File: src/rtl/twoflag_alu_pkg.sv
package twoflag_alu_pkg;

    // op[3:2] class, op[1] signed form, op[0] extended (chained) form
    typedef enum logic [3:0] {
        OP_ADD   = 4'h0, OP_ADDX  = 4'h1, OP_ADDS  = 4'h2, OP_ADDSX = 4'h3,
        OP_SUB   = 4'h4, OP_SUBX  = 4'h5, OP_SUBS  = 4'h6, OP_SUBSX = 4'h7,
        OP_CMP   = 4'h8, OP_CMPX  = 4'h9, OP_CMPS  = 4'hA, OP_CMPSX = 4'hB
    } alu_op_e;

    // meaning of C after signed add / subtract
    typedef enum logic {
        CMODE_OVERFLOW = 1'b0,
        CMODE_SIGN     = 1'b1
    } cmode_e;

    typedef struct packed {
        logic c;
        logic z;
    } flags_t;

    typedef struct packed {
        logic legal;
        logic is_sub;
        logic is_cmp;
        logic signed_op;
        logic extended;
    } op_dec_t;

endpackage

File: src/rtl/alu_op_decode.sv
module alu_op_decode
    import twoflag_alu_pkg::*;
(
    input  logic [3:0] op,
    output op_dec_t    dec
);
    localparam logic [1:0] CLS_SUB = 2'b01;
    localparam logic [1:0] CLS_CMP = 2'b10;
    localparam logic [1:0] CLS_BAD = 2'b11;

    always_comb begin
        dec.legal     = (op[3:2] != CLS_BAD);
        dec.is_sub    = (op[3:2] == CLS_SUB);
        dec.is_cmp    = (op[3:2] == CLS_CMP);
        dec.signed_op = op[1];
        dec.extended  = op[0];
    end
endmodule

File: src/rtl/alu_adder.sv
module alu_adder #(
    parameter int WIDTH = 32
) (
    input  logic [WIDTH-1:0] a,
    input  logic [WIDTH-1:0] b_raw,
    input  logic             invert_b,
    input  logic             cin,
    output logic [WIDTH-1:0] sum,
    output logic             cout,
    output logic             ovf
);
    localparam int MSB = WIDTH - 1;

    logic [WIDTH-1:0] b_eff;
    logic [WIDTH:0]   full;

    always_comb begin
        b_eff = invert_b ? ~b_raw : b_raw;
        full  = {1'b0, a} + {1'b0, b_eff} + {{WIDTH{1'b0}}, cin};
        sum   = full[MSB:0];
        cout  = full[WIDTH];
        // operands agree in sign but the sum does not
        ovf   = (a[MSB] == b_eff[MSB]) && (sum[MSB] != a[MSB]);
    end
endmodule

File: src/rtl/alu_flag_derive.sv
module alu_flag_derive
    import twoflag_alu_pkg::*;
#(
    parameter int     WIDTH = 32,
    parameter cmode_e CMODE = CMODE_OVERFLOW
) (
    input  logic             subtracting,
    input  logic             is_cmp,
    input  logic             signed_op,
    input  logic             extended,
    input  logic [WIDTH-1:0] sum,
    input  logic             cout,
    input  logic             ovf,
    input  logic             z_prev,
    output logic             c_calc,
    output logic             z_calc
);
    localparam int MSB = WIDTH - 1;

    logic c_unsigned;
    logic exact_neg;
    logic c_signed_arith;
    logic zero;

    // true sign of the exact result: stored sign bit corrected by overflow
    assign exact_neg  = sum[MSB] ^ ovf;
    // a subtract is done as D + ~S + 1, so the borrow is the inverted carry
    assign c_unsigned = subtracting ? ~cout : cout;
    assign zero       = (sum == '0);

    generate
        if (CMODE == CMODE_SIGN) begin : g_sign_mode
            assign c_signed_arith = exact_neg;
        end else begin : g_ovf_mode
            assign c_signed_arith = ovf;
        end
    endgenerate

    always_comb begin
        if (!signed_op)  c_calc = c_unsigned;
        else if (is_cmp) c_calc = exact_neg;
        else             c_calc = c_signed_arith;
        z_calc = extended ? (z_prev & zero) : zero;
    end
endmodule

File: src/rtl/twoflag_alu.sv
module twoflag_alu
    import twoflag_alu_pkg::*;
#(
    parameter int     WIDTH = 32,
    parameter cmode_e CMODE = CMODE_OVERFLOW
) (
    input  logic             clk,
    input  logic             rst_n,
    input  logic             op_valid,
    input  logic [3:0]       op,
    input  logic [WIDTH-1:0] opd_d,
    input  logic [WIDTH-1:0] opd_s,
    input  logic             wr_c,
    input  logic             wr_z,
    output logic [WIDTH-1:0] res,
    output logic             res_we,
    output logic             c_next,
    output logic             z_next,
    output logic             c_flag,
    output logic             z_flag
);
    localparam int MSB = WIDTH - 1;

    op_dec_t          dec;
    flags_t           flags_d, flags_q;
    logic             subtracting;
    logic             carry_in;
    logic             fire;
    logic [WIDTH-1:0] sum;
    logic             cout, ovf;
    logic             c_calc, z_calc;

    alu_op_decode i_dec (
        .op  (op),
        .dec (dec)
    );

    assign subtracting = dec.is_sub | dec.is_cmp;
    // extended forms feed the stored C in: as carry for add, as borrow for sub
    assign carry_in    = dec.extended ? (subtracting ? ~flags_q.c : flags_q.c)
                                      : subtracting;
    assign fire        = op_valid & dec.legal;

    alu_adder #(.WIDTH(WIDTH)) i_add (
        .a        (opd_d),
        .b_raw    (opd_s),
        .invert_b (subtracting),
        .cin      (carry_in),
        .sum      (sum),
        .cout     (cout),
        .ovf      (ovf)
    );

    alu_flag_derive #(.WIDTH(WIDTH), .CMODE(CMODE)) i_flags (
        .subtracting (subtracting),
        .is_cmp      (dec.is_cmp),
        .signed_op   (dec.signed_op),
        .extended    (dec.extended),
        .sum         (sum),
        .cout        (cout),
        .ovf         (ovf),
        .z_prev      (flags_q.z),
        .c_calc      (c_calc),
        .z_calc      (z_calc)
    );

    always_comb begin
        flags_d = flags_q;
        if (fire && wr_c) flags_d.c = c_calc;
        if (fire && wr_z) flags_d.z = z_calc;
    end

    always_ff @(posedge clk) begin
        if (!rst_n) flags_q <= '0;
        else        flags_q <= flags_d;
    end

    assign res    = sum;
    assign res_we = fire & ~dec.is_cmp;
    assign c_next = flags_d.c;
    assign z_next = flags_d.z;
    assign c_flag = flags_q.c;
    assign z_flag = flags_q.z;

    // ---------------- assertions ----------------
    logic signed [WIDTH:0] chk_wide;
    logic                  chk_out_of_range;
    assign chk_wide = $signed({opd_d[MSB], opd_d}) + $signed({opd_s[MSB], opd_s});
    assign chk_out_of_range = chk_wide[WIDTH] != chk_wide[MSB];

    a_r10_reset_clears: assert property (@(posedge clk)
        !rst_n |=> (!c_flag && !z_flag));

    a_r9_c_hold: assert property (@(posedge clk) disable iff (!rst_n)
        !(op_valid && wr_c) |=> $stable(c_flag));

    a_r9_z_hold: assert property (@(posedge clk) disable iff (!rst_n)
        !(op_valid && wr_z) |=> $stable(z_flag));

    a_r1_cmp_no_writeback: assert property (@(posedge clk) disable iff (!rst_n)
        (op[3:2] == 2'b10) |-> !res_we);

    a_r11_illegal_inert: assert property (@(posedge clk) disable iff (!rst_n)
        (op[3:2] == 2'b11) |-> (!res_we && c_next == c_flag && z_next == z_flag));

    a_r2_cmp_unsigned_lt: assert property (@(posedge clk) disable iff (!rst_n)
        (op == OP_CMP) |-> (c_calc == (opd_d < opd_s)));

    a_r3_cmps_not_both: assert property (@(posedge clk) disable iff (!rst_n)
        (op == OP_CMPS) |-> !(c_calc && z_calc));

    generate
        if (CMODE == CMODE_SIGN) begin : g_chk_sign
            a_r5_adds_sign: assert property (@(posedge clk) disable iff (!rst_n)
                (op == OP_ADDS) |-> (c_calc == chk_wide[WIDTH]));
        end else begin : g_chk_ovf
            a_r4_adds_overflow: assert property (@(posedge clk) disable iff (!rst_n)
                (op == OP_ADDS) |-> (c_calc == chk_out_of_range));
        end
    endgenerate

endmodule

File: config.mk
export PLATFORM = sky130hd
export DESIGN_NAME = twoflag_alu
export DESIGN_NICKNAME = d
export VERILOG_FILES = /design/src/rtl/twoflag_alu_pkg.sv /design/src/rtl/alu_op_decode.sv /design/src/rtl/alu_adder.sv /design/src/rtl/alu_flag_derive.sv /design/src/rtl/twoflag_alu.sv
export SDC_FILE = /design/constraint.sdc
export NUM_CORES = 1
export LEC_CHECK = 0
export ABC_AREA = 1
export BUFFER_PORTS_ARGS = -buffer_cell sky130_fd_sc_hd__clkbuf_2
export CAP_MARGIN = 10
export CORE_MARGIN = 4
export CORE_UTILIZATION = 55
export CTS_BUF_LIST = sky130_fd_sc_hd__clkbuf_4 sky130_fd_sc_hd__clkbuf_8
export CTS_CLUSTER_SIZE = 30
export DETAILED_ROUTE_END_ITERATION = 6
export PLACE_DENSITY_LB_ADDON = 0.25
export SETUP_SLACK_MARGIN = 0.2
export SLEW_MARGIN = 25
export SYNTH_ARGS = -nofsm -noshare
export SYNTH_HDL_FRONTEND = slang
export SYNTH_HIERARCHICAL = 1
export SYNTH_SLANG_ARGS = --single-unit
File: constraint.sdc
create_clock -name clk -period 7.6 [get_ports clk]
set_clock_uncertainty 0.05 [all_clocks]
set_input_delay 0.76 -clock clk [delete_from_list [all_inputs] [get_ports clk]]
set_output_delay 0.76 -clock clk [all_outputs]
set_load 0.01 [all_outputs]
==> flow_summary.json <==
{
  "finalCritPeriodShare_pct": 74.4,
  "final_area_um2": 3570,
  "ys_seq_elements": 2,
  "area_growth_syn_to_layout_pct": 22.1,
  "wl_per_cell_um": 12.6,
  "via_per_inst": 5.16,
  "crit_fanout": 17,
  "antenna_cells": 0,
  "synth-async-reset-ratio_pct": 0,
  "setup_viol": 0,
  "placed_cells": 712,
  "layout_setup_ws_ns": 1.95,
  "start_kind": "primary input",
  "grt-ovfl-total": 0,
  "placed_area_um2": 3530,
  "layout_common_cells": "155 x nand2_1, 109 x clkbuf_2, 78 x inv_1",
  "hp-class": "flip-flop to flip-flop",
  "drive_above_1_share_pct": 24.2,
  "power_frac_seq_pct": 2.1,
  "mostFrequentLayoutCell": "nand2_1",
  "die_h_um": 80.9,
  "insertion_delay_ns": 0.21,
  "grt_max_degree": 18,
  "drt_iter0_drc": 205,
  "maxCapViolations": 0,
  "switching_share_pct": 59.3,
  "r2r-start": "c_flag",
  "rows": 26,
  "totalNegativeSetupSlack_ns": 0,
  "ant_nets": 0,
  "end_kind": "output pin",
  "cts_tree": "yes",
  "finalNonFillerCells": 715,
  "die_x_um": 80.9,
  "fmax_mhz": 177,
  "synth_enable_flop_cells": 0,
  "grt_pass1_vias": 3442,
  "pin_count": 110,
  "pre_cts_slack_ns": 2.06,
  "rsz0062_at_grt": "false",
  "crit_required_ns": 6.79,
  "peakVddDrop_uv": 144,
  "yosys.cell_types.count": 33,
  "hp-start": "c_flag",
  "start_util_pct": 56.9,
  "grt_use_total_pct": 27.6,
  "hpwl_mm": 7.85,
  "synth-main-ff-cell": "dfxtp_1",
  "p_sw_mw": 0.344,
  "cts_hold_buf": 0,
  "avgSynthCellArea_um2": 5.44,
  "final_core_util_pct": 69.5,
  "power_density_nw_per_um2": 162,
  "synthCells": 538,
  "intPower_mw": 0.237,
  "ys_warn_count": 6,
  "outcome": "complete, no violations",
  "r2r_cells": 24,
  "htree_levels": 1,
  "hold_viol_final": 0,
  "critical_path_arrival_ns": 4.84,
  "antenna_found_initial": 0,
  "vias": 3689,
  "worstMarginPinSlew_ns": 0.891,
  "syn-num-nets": 644,
  "dieArea_um2": 6550,
  "path_clk_slew_ns": 0.03,
  "comb_power_share_pct": 90.8,
  "drtPass1Iterations": 5,
  "finalWirelength_mm": 9.04,
  "clkPwrFrac_pct": 7.1,
  "portBuffers": 109,
  "fin_crit_ns": 5.65,
  "cts_setup_buffers": 0,
  "slew_headroom_pct": 40.5,
  "r2r_slack_ns": 4.13,
  "final_nets": 753,
  "crit_type": "primary input to output pin",
  "cts_buffer_depth": 2,
  "p_leak_nw": 2.13,
  "worstHoldEndpoint": "c_flag",
  "drv_slew": 0,
  "nFillCells": 522,
  "grt_pass1_wl_mm": 14.8,
  "cts_resized": 0,
  "hold_depth": 4,
  "synth.cell_area_um2": 2930,
  "placeableCoreArea_um2": 5140,
  "r2r-end": "z_flag",
  "cts_sinks": 2,
  "gp_congestion": 1.02,
  "root_buffer": "clkbuf_8",
  "cts_buffers": 3,
  "drc_errors": 0,
  "synth-seq-area-share_pct": 1.37
}
## power groups by stage
| stage | combinational (mW) | sequential (mW) | clock (mW) |
|---|---|---|---|
| 2_1_floorplan | 0.359 | 0.0122 | 0 |
| 3_3_place_gp | 0.513 | 0.0119 | 0 |
| 3_5_place_dp | 0.520 | 0.0120 | 0 |
| 4_1_cts | 0.523 | 0.0119 | 0.0417 |
| 5_1_grt | 0.588 | 0.0120 | 0.0443 |
| 6_report | 0.527 | 0.0119 | 0.0415 |
## synthesized netlist by cell type, drive strengths merged (3+ instances only)
cell / count / area [µm²]
a21oi: 34 / 178
buf: 5 / 30.0
ha: 31 / 388
inv: 85 / 319
nand2: 175 / 712
nand3: 30 / 155
nand3b: 3 / 22.5
nand4: 6 / 37.5
nor2: 77 / 309
nor3: 8 / 50.1
o21ai: 13 / 68.8
o21bai: 5 / 37.5
xnor2: 5 / 43.8
xor2: 49 / 437
## worst max-delay path: stages
cell and delay [ns]:
clkbuf_2 0.10, inv_1 0.04, nor2_1 0.20, nor2_1 0.12, inv_1 0.66, xnor2_1 0.20, fa_1 0.45, fa_1 0.42
inv_1 0.11, nand3_1 0.09, nand2_2 0.12, nand2_1 0.07, nand2_2 0.09, nand3_1 0.07, nand2_1 0.17, nand2_1 0.11
nand3_1 0.08, nand2_1 0.08, nor2_1 0.12, nand2_1 0.07, nor2_1 0.14, nand3_1 0.09, nor2_1 0.10, inv_1 0.04
nand4_1 0.05, nand2_1 0.07, inv_1 0.06, clkbuf_2 0.12
## layer usage
metal,part of all wire [%],vias up,wire length [µm],GRT usage [%]
li1,-,1899,-,-
met1,46,1638,4140,37.0
met2,45,147,4110,47.9
met3,8.0,5,724,3.66
met4,0.65,0,59,3.89
met5,0,-,0,0
## state kept, by name, summed over array words and instances (netlist names)
name    flops
z_flag      1
c_flag      1
## layout make-up
type	count	area, µm²	share of cell area, %
multi-input combinational	445	2530	70.9
timing repair buffer	110	553	15.5
sequential	2	40.0	1.12
inverter	85	319	8.93
tap	70	87.6	2.45
clock buffer	3	41.3	1.16
## through the flow
step / power, mW / hold slack (ns)
2_1_floorplan: 0.371 / 0.524
3_3_place_gp: 0.525 / 0.515
3_5_place_dp: 0.532 / 0.523
4_1_cts: 0.577 / 0.537
5_1_grt: 0.644 / 0.572
6_report: 0.581 / 0.536
## cells by family after synthesis
kind of cell	count (synthesis)	synth area share [%]
AO/OA/AOI/OAI	56	10.7
flip-flops	2	1.37
buffers and inverters	91	12.1
AND/OR/NAND/NOR	302	44.8
XOR/XNOR	54	16.4
adder cells (fa/ha/maj)	33	14.6
## how the worst max path moves through the flow
stage / end / start
floorplan: z_next / op[3]
global placement: z_next / op[3]
detailed placement: z_next / op[3]
CTS: z_next / op[3]
global route: z_next / op[3]
finish: z_next / op[3]
Power figures use the tool's default switching activity.
